**config.mk**
```make
export PLATFORM = sky130hd
export DESIGN_NAME = mphase_clk_divider
export DESIGN_NICKNAME = d
export VERILOG_FILES = /design/src/rtl/mphase_clk_pkg.sv /design/src/rtl/mphase_step_src.sv /design/src/rtl/mphase_tick_counter.sv /design/src/rtl/mphase_phase_map.sv /design/src/rtl/mphase_out_gate.sv /design/src/rtl/mphase_clk_divider.sv
export SDC_FILE = /design/constraint.sdc
export NUM_CORES = 1
export LEC_CHECK = 0
export ABC_AREA = 1
export BUFFER_PORTS_ARGS = -buffer_cell sky130_fd_sc_hd__buf_2
export CAP_MARGIN = 0
export CORE_MARGIN = 2
export CORE_UTILIZATION = 40
export DETAILED_ROUTE_END_ITERATION = 8
export GPL_ROUTABILITY_DRIVEN = 0
export GPL_TIMING_DRIVEN = 1
export PLACE_DENSITY_LB_ADDON = 0.12
export SYNTH_ARGS = -nofsm -noshare
export SYNTH_HDL_FRONTEND = slang
export SYNTH_SLANG_ARGS = --single-unit
```
**constraint.sdc**
```tcl
create_clock -name clk_osc_i -period 3 [get_ports clk_osc_i]
set_clock_uncertainty 0.05 [all_clocks]
set_input_delay 0.9 -clock clk_osc_i [delete_from_list [all_inputs] [get_ports clk_osc_i]]
set_output_delay 0.9 -clock clk_osc_i [all_outputs]
set_load 0.05 [all_outputs]
```
**src/rtl/mphase_clk_pkg.sv**
```systemverilog
package mphase_clk_pkg;

    localparam int NUM_MAIN = 4;
    localparam int POS_W    = 4;

    typedef enum logic [1:0] {
        PH_ALIGNED  = 2'b00,
        PH_QUAD     = 2'b01,
        PH_SPLIT    = 2'b10,
        PH_QUAD_INV = 2'b11
    } phase_sel_e;

    typedef enum logic {
        GATE_OFF = 1'b0,
        GATE_ON  = 1'b1
    } gate_state_e;

    typedef enum logic {
        SEQ_HOLD = 1'b0,
        SEQ_RUN  = 1'b1
    } seq_state_e;

    // Lag of main output idx behind output 0, in quarter periods.
    function automatic logic [1:0] quarter_lag(phase_sel_e sel, int idx);
        logic [1:0] k;
        k = 2'(idx);
        unique case (sel)
            PH_ALIGNED:  return 2'd0;
            PH_QUAD:     return k;
            PH_SPLIT:    return (k >= 2'd2) ? 2'd2 : 2'd0;
            PH_QUAD_INV: return k + ((k >= 2'd2) ? 2'd2 : 2'd0);
            default:     return 2'd0;
        endcase
    endfunction

endpackage

```
**src/rtl/mphase_step_src.sv**
```systemverilog
module mphase_step_src #(
    parameter int SYNC_STAGES = 2
) (
    input  logic clk,
    input  logic rst_n,
    input  logic run_i,
    input  logic test_en_i,
    input  logic ref_i,
    output logic step_o
);
    localparam int SH_W = SYNC_STAGES + 1;

    logic [SH_W-1:0] ref_sh;
    logic            ref_edge;

    always_ff @(posedge clk or negedge rst_n) begin
        if (!rst_n) ref_sh <= '0;
        else        ref_sh <= {ref_sh[SH_W-2:0], ref_i};
    end

    // Any level change of the synchronised reference is one tick.
    assign ref_edge = ref_sh[SH_W-1] ^ ref_sh[SH_W-2];
    assign step_o   = run_i & (test_en_i ? ref_edge : 1'b1);

endmodule

```
**src/rtl/mphase_tick_counter.sv**
```systemverilog
module mphase_tick_counter
    import mphase_clk_pkg::*;
(
    input  logic             clk,
    input  logic             rst_n,
    input  logic             step_i,
    output logic [POS_W-1:0] pos_o,
    output logic             osc_half_o
);
    always_ff @(posedge clk or negedge rst_n) begin
        if (!rst_n) begin
            pos_o      <= '0;
            osc_half_o <= 1'b0;
        end else begin
            osc_half_o <= ~osc_half_o;
            if (step_i) pos_o <= pos_o + 1'b1;
        end
    end

    p_count_step_r1: assert property (@(posedge clk) disable iff (!rst_n)
        step_i |=> pos_o == $past(pos_o) + 1'b1);

    p_count_hold_r4: assert property (@(posedge clk) disable iff (!rst_n)
        !step_i |=> $stable(pos_o));

endmodule

```
**src/rtl/mphase_phase_map.sv**
```systemverilog
module mphase_phase_map
    import mphase_clk_pkg::*;
(
    input  logic                div8_i,
    input  phase_sel_e          sel_i,
    input  logic [POS_W-1:0]    pos_i,
    output logic [NUM_MAIN-1:0] main_raw_o,
    output logic                dbl_raw_o,
    output logic                half_raw_o
);
    logic [POS_W-1:0] pos_p2;
    logic [POS_W-1:0] pos_p4;

    assign pos_p2 = pos_i + POS_W'(2);
    assign pos_p4 = pos_i + POS_W'(4);

    for (genvar k = 0; k < NUM_MAIN; k++) begin : g_main
        logic [1:0]       lag_q;
        logic [2:0]       lag_ticks;
        logic [POS_W-1:0] shifted;
        always_comb begin
            lag_q     = quarter_lag(sel_i, k);
            lag_ticks = div8_i ? {lag_q, 1'b0} : {1'b0, lag_q};
            shifted   = pos_i - POS_W'(lag_ticks);
            main_raw_o[k] = div8_i ? shifted[2] : shifted[1];
        end
    end

    // Rising edges of these land on rising edges of main output 0.
    assign dbl_raw_o  = div8_i ? pos_p2[1] : pos_i[1];
    assign half_raw_o = div8_i ? pos_p4[3] : pos_p2[2];

endmodule

```
**src/rtl/mphase_out_gate.sv**
```systemverilog
module mphase_out_gate
    import mphase_clk_pkg::*;
(
    input  logic clk,
    input  logic rst_n,
    input  logic raw_i,
    input  logic en_i,
    output logic out_o
);
    gate_state_e state_q, state_d;

    always_ff @(posedge clk or negedge rst_n) begin
        if (!rst_n) state_q <= GATE_OFF;
        else        state_q <= state_d;
    end

    always_comb begin
        state_d = state_q;
        unique case (state_q)
            GATE_OFF: if (en_i && !raw_i)  state_d = GATE_ON;
            GATE_ON:  if (!en_i && !raw_i) state_d = GATE_OFF;
            default:  state_d = GATE_OFF;
        endcase
    end

    always_comb begin
        out_o = raw_i && (state_q == GATE_ON);
    end

    // a gated output only rises together with its source.
    p_full_pulse_r10: assert property (@(posedge clk) disable iff (!rst_n)
        $rose(out_o) |-> $rose(raw_i));

    // a disable seen while low keeps the output low next cycle.
    p_off_stays_low_r9: assert property (@(posedge clk) disable iff (!rst_n)
        (!en_i && !raw_i) |=> !out_o);

endmodule

```
**src/rtl/mphase_clk_divider.sv**
```systemverilog
module mphase_clk_divider
    import mphase_clk_pkg::*;
#(
    parameter int SYNC_STAGES = 2
) (
    input  logic                clk_osc_i,
    input  logic                rst_ni,
    input  logic                test_mode_i,
    input  logic                ref_clk_i,
    input  logic                div8_i,
    input  logic [1:0]          phase_sel_i,
    input  logic                grp_a_en_ni,
    input  logic                grp_b_en_ni,
    output logic [NUM_MAIN-1:0] main_clk_o,
    output logic                dbl_clk_o,
    output logic                half_clk_o,
    output logic                osc_half_o
);
    localparam int HOLD_CYCLES = SYNC_STAGES + 1;
    localparam int HOLD_W      = $clog2(HOLD_CYCLES + 1);
    localparam int NUM_GATED   = NUM_MAIN + 2;

    seq_state_e          seq_q, seq_d;
    logic [HOLD_W-1:0]   hold_cnt;
    logic                run;
    logic                step;
    logic [POS_W-1:0]    pos;
    logic [NUM_MAIN-1:0] main_raw;
    logic                dbl_raw, half_raw;
    logic [SYNC_STAGES-1:0] en_a_sync, en_b_sync;
    logic [NUM_GATED-1:0] gated_raw, gated_en, gated_out;

    // Start-up sequencer: state register
    always_ff @(posedge clk_osc_i or negedge rst_ni) begin
        if (!rst_ni) begin
            seq_q    <= SEQ_HOLD;
            hold_cnt <= '0;
        end else begin
            seq_q <= seq_d;
            if (seq_q == SEQ_HOLD) hold_cnt <= hold_cnt + 1'b1;
        end
    end

    // Start-up sequencer: next state
    always_comb begin
        seq_d = seq_q;
        unique case (seq_q)
            SEQ_HOLD: if (hold_cnt == HOLD_W'(HOLD_CYCLES - 1)) seq_d = SEQ_RUN;
            SEQ_RUN:  seq_d = SEQ_RUN;
            default:  seq_d = SEQ_HOLD;
        endcase
    end

    // Start-up sequencer: outputs
    always_comb begin
        run = (seq_q == SEQ_RUN);
    end

    // Enable synchronisers, reset to the disabled level
    always_ff @(posedge clk_osc_i or negedge rst_ni) begin
        if (!rst_ni) begin
            en_a_sync <= '0;
            en_b_sync <= '0;
        end else begin
            en_a_sync <= {en_a_sync[SYNC_STAGES-2:0], ~grp_a_en_ni};
            en_b_sync <= {en_b_sync[SYNC_STAGES-2:0], ~grp_b_en_ni};
        end
    end

    mphase_step_src #(.SYNC_STAGES(SYNC_STAGES)) u_step (
        .clk       (clk_osc_i),
        .rst_n     (rst_ni),
        .run_i     (run),
        .test_en_i (test_mode_i),
        .ref_i     (ref_clk_i),
        .step_o    (step)
    );

    mphase_tick_counter u_cnt (
        .clk        (clk_osc_i),
        .rst_n      (rst_ni),
        .step_i     (step),
        .pos_o      (pos),
        .osc_half_o (osc_half_o)
    );

    mphase_phase_map u_map (
        .div8_i     (div8_i),
        .sel_i      (phase_sel_e'(phase_sel_i)),
        .pos_i      (pos),
        .main_raw_o (main_raw),
        .dbl_raw_o  (dbl_raw),
        .half_raw_o (half_raw)
    );

    assign gated_raw = {half_raw, dbl_raw, main_raw};

    for (genvar g = 0; g < NUM_GATED; g++) begin : g_gate
        if (g < NUM_MAIN) begin : g_grp_b
            assign gated_en[g] = en_b_sync[SYNC_STAGES-1];
        end else begin : g_grp_a
            assign gated_en[g] = en_a_sync[SYNC_STAGES-1];
        end
        mphase_out_gate u_gate (
            .clk   (clk_osc_i),
            .rst_n (rst_ni),
            .raw_i (gated_raw[g]),
            .en_i  (gated_en[g]),
            .out_o (gated_out[g])
        );
    end

    assign main_clk_o = gated_out[NUM_MAIN-1:0];
    assign dbl_clk_o  = gated_out[NUM_MAIN];
    assign half_clk_o = gated_out[NUM_MAIN+1];

    p_hosc_toggle_r3: assert property (@(posedge clk_osc_i) disable iff (!rst_ni)
        1'b1 |=> osc_half_o != $past(osc_half_o));

    p_quiet_hold_r11: assert property (@(posedge clk_osc_i) disable iff (!rst_ni)
        (seq_q == SEQ_HOLD) |-> (main_clk_o == '0 && !dbl_clk_o && !half_clk_o));

endmodule

```
# After elaboration in Yosys (flattened, before gate mapping)
# Cells that the tools add are included.
[word_totals]
regBits = 21
output_inout_bits = 7
inputBits = 9
[op_classes]
bitwise = 12
muxes = 35
add_sub_neg = 8
n_eq_ne = 4
n_reduce_logical = 32
[ops]
columns = ["cell", "count"]
rows = [
  ["$mux W1", 20],
  ["$logic_and A1 B1 Y1", 18],
  ["$pmux W1 S2", 7],
  ["$mux W3", 4],
  ["$sub A3 B3 Y3", 4],
  ["$not A1 Y1", 10],
  ["$logic_not A1 Y1", 8],
  ["$pmux W2 S2", 2],
  ["$pmux W2 S4", 1],
  ["$reduce_or A2 Y1", 4],
  ["$eq A2 B2 Y1 const B", 3],
  ["$add A4 B1 Y4 const B", 1],
  ["$add A4 B3 Y4 const B", 1],
  ["$reduce_or A4 Y1", 1],
  ["$add A3 B2 Y3 const B", 1],
  ["$add A2 B1 Y2 const B", 1],
  ["$eq A2 B1 Y1 const B", 1],
  ["$logic_not A2 Y1", 1],
  ["$mux W2", 1],
  ["$and A1 B1 Y1", 1],
  ["$xor A1 B1 Y1", 1],
]

# Logic depth before layout (Yosys ltp)
[logic_depth]
ltp_word = 10
ltp_mapped = 13

# Cells and area by module
# From an unflattened synthesis, not the netlist that was laid out.
[unflattened]
hier_cells = 129
hier_area_um2 = 1078.5
[by_module_without_submodules]
columns = ["module", "area_per_inst_um2", "n_inst", "cells_per_inst", "seq_area_each_um2"]
rows = [
  ["mphase_phase_map", 277.8, 1, 44, 0.0],
  ["mphase_out_gate", 43.8, 6, 6, 25.0],
  ["mphase_clk_divider", 229.0, 1, 18, 175.2],
  ["mphase_tick_counter", 206.4, 1, 21, 125.1],
  ["mphase_step_src", 102.6, 1, 10, 75.1],
]

# Worst setup path after synthesis
# No wires, ideal clock.
[synth_path]
kind = "input -> output"
startpoint = "in phase_sel_i[0]"
endpoint = "out main_clk_o[3]"
n_path_buf = 1
stages = 9
t_arrival_ns = 2.252
setup_slack_ns = -0.202
required_ns = 2.050
cell_sequence = "nand2_1 > nand2_1 > o21ai_0 > inv_1 > fa_1 > or2_2 > nand3_1 > inv_1 > buf_4"
[synth_via]
elab_chain_cells = 6
[synth_rtl]
columns = ["element", "line_no", "rtl"]
rows = [
  ["start, declared", "mphase_clk_divider.sv:11", "input logic [1:0] phase_sel_i,"],
  ["$eq A2 B2 Y1 (tied with other cells)", "-", ""],
  ["$pmux W2 S4 (*)", "mphase_clk_pkg.sv:27", "unique case (sel)"],
  ["$mux W3 (*)", "mphase_phase_map.sv:23", "lag_ticks = div8_i ? {lag_q, 1'b0} : {1'b0, lag_q};"],
  ["$sub A3 B3 Y3 (*)", "mphase_phase_map.sv:24", "shifted = pos_i - POS_W'(lag_ticks);"],
  ["$mux W1 (*)", "mphase_phase_map.sv:25", "main_raw_o[k] = div8_i ? shifted[2] : shifted[1];"],
  ["$logic_and A1 B1 Y1 (*)", "mphase_out_gate.sv:27", "out_o = raw_i && (state_q == GATE_ON);"],
  ["end, declared", "mphase_clk_divider.sv:14", "output logic [NUM_MAIN-1:0] main_clk_o,"],
]
# Mark *: on every way between the ends. The rest lies on a longest branch, timed or not.

# Worst setup path in the final report
# Ends and elaborated chain as after synthesis.

==> run metrics <==
status finished, violations left; failing checks setup timing; GRT Total Usage 11.8%; # fillers 239; synthesized net count 133; cell accounting for the most synthesized area dfrtp_1; worst skew pair latency 290 ps; Worst Setup Slack, final -142 ps; total CTS buffers 3; crit path kind input port to primary output; sequential fraction of design power 36.9%; Post-synth EDFFs 0; post-layout minimum cycle time 3140 ps; post-placement cell area 1220 um^2; CP endpoint kind primary output; core area 2500 um^2; Int Pwr 0.634 mW; CP arrival 2190 ps; sw power 0.496 mW; Worst Tran Pin Value 469 ps; root buf cell clkbuf_4; Critical R2R Launch u_cnt.pos_o[0]; post-route cell area 1320 um^2; top cells by area, synth dfrtp_1 50%, nand2_1 9.6%, inv_1 6.0%; die width 55.4 um; diodes inserted 0; relative slew slack 68.7%; largest net degree at the start of global routing 22; Area Overhead vs Synth 24.8%; Leakage Power 0.695 nW; port bufs 15; Routed wire per std cell 10.4 um; r2r setup slk 1210 ps; type of origin of the critical path input port; Vias/cell 4.74; Worst Hold Class flip-flop to flip-flop; synthesized area per cell 8.97 um^2; f_max 318 MHz; Yosys top cell area share 49.6%; clk slew on worst S/H paths 110 ps; ys flop type dfrtp_1; Initial DRC Count 15; Worst VDD drop 0.000519 V; number of synthesis warnings 0; CTS tree yes; initial antenna violation count 0; register area share after synthesis 49.6%; pwr dens 856 nW/um^2; Final Hold Viols 0; max cap viols 0; first-pass GRT wire length 2930 um; setup violators final 2; Cells after DPL 164; fraction of layout cells with a size suffix above 1 31.7%; fin cells 169; hold_sp u_step.ref_sh[0]; CP max FO 4; first drt pass iteration count 4; PnR Total Power 1.13 mW; Residual DRC 0; critical path required time 2050 ps; Initial Utilization 42.3%; final wirelength 1760 um; hpwl dp 1360 um; reg2reg path depth 8; count leader, synth nand2_1; nets@finish 155; asr flop ratio synth 100%; commonest cells in the netlist 27 x nand2_1, 21 x dfrtp_1, 17 x inv_1; DIE HEIGHT 55.4 um; vias in the first global route 703; switch share 43.9%; Vias 801; total clock sinks 21; Yosys reg bits 21; synthesized cell area 1060 um^2; clock buffer depth 2; hold path cells 0; library cells used by synthesis 18; die area 3070 um^2; fin. max-slew vios 0; # IOs 16; synthesized instance count 118; Comb power frac 51.6%; clock share of power 11.5%; row count 18; grt ovf 0; post-route ant nets 0; H-tree depth 1; Tcrit/Tclk final 105%; RSZ-0062 raised after global routing yes; WHS Endpoint u_step.ref_sh[1]
==> routing by layer <==
layer / vias up / global-route usage (%) / routed length, um / part of all wire (%)
met5: - / 0 / 0 / 0
met4: 0 / 4.18 / 13 / 0.74
met3: 2 / 3.28 / 87 / 4.9
met2: 16 / 18.2 / 819 / 47
met1: 376 / 16.0 / 839 / 48
li1: 407 / - / - / -
==> power by group through the flow <==
stage	Sequential (mW)	Clock [mW]	Combinational (mW)
floorplan	0.398	0	0.470
detailed placement	0.424	0	0.529
CTS	0.418	0.138	0.585
global placement	0.421	0	0.511
global route	0.426	0.147	0.648
finish	0.418	0.130	0.583
==> area by class of cell <==
type	instances	area, um^2	area share, %
Inverter	19	86.3	6.53
Sequential cell	21	526	39.8
Multi-Input combinational cell	72	457	34.6
Clock buffer	3	22.5	1.70
Tap cell	30	37.5	2.84
Timing Repair Buffer	23	188	14.2
Clock inverter	1	5.00	0.379
==> critical path: stages <==
cell and delay (ps):
buf_12 110, nand2_4 60, nand2_2 50, o21ai_1 110, inv_1 60, fa_2 510, or2_4 110, nand3_2 70
inv_2 60, buf_8 130
==> layout by cell type, fill, tap and decap left out, types with 3 or more instances in the layout <==
master    netlist  layout
nand2_1        27      24
dfrtp_1        21      21
inv_1          17      15
buf_2           1      10
o21ai_0        10       8
buf_4           5       8
nand3_1        10       7
nor2_1          6       6
xnor2_1         4       4
xor2_1          3       3
nand2_2         1       3
nand3_2         0       3
ha_1            4       3
clkbuf_4        0       3
==> how the worst max path moves through the flow <==
stage / to / start / slack (ps)
detailed placement: main_clk_o[3] / phase_sel_i[1] / -370
finish: main_clk_o[3] / phase_sel_i[0] / -140
global route: main_clk_o[3] / phase_sel_i[0] / -210
global placement: main_clk_o[3] / phase_sel_i[1] / -360
floorplan: main_clk_o[3] / phase_sel_i[1] / -80
CTS: main_clk_o[3] / phase_sel_i[0] / -140
==> cell families (layout without fill, tap and decap cells) <==
family                   Yosys count  after routing  share of synthesized area [%]
flip-flops                        21             21                           49.6
AO/OA/AOI/OAI                     10             10                           4.73
buffers and inverters             25             46                           10.8
AND/OR/NAND/NOR                   49             49                           20.6
XOR/XNOR                           7              7                           5.79
adder cells (fa/ha/maj)            6              6                           8.51
==> per-stage QoR <==
step | setup WS [ps] | hold WS (ps) | setup TNS (ps) | util (%)
after global placement | -360 | 281 | -679 | 48.6
after floorplan | -78.5 | 281 | -78.5 | -
after CTS | -136 | 314 | -258 | 52.4
final | -142 | 308 | -245 | 52.9
after global routing | -208 | 326 | -410 | 52.9
after detailed placement | -370 | 286 | -748 | 48.6
==> repair_timing <==
item                       in CTS  in global routing
gates resized for setup        18                  3
buffers inserted                1                  0
setup endpoints to repair       3                  3
pin swaps                       4                  1
hold buffers                    0                  0
Note: power is estimated with default switching activity, not from simulation.
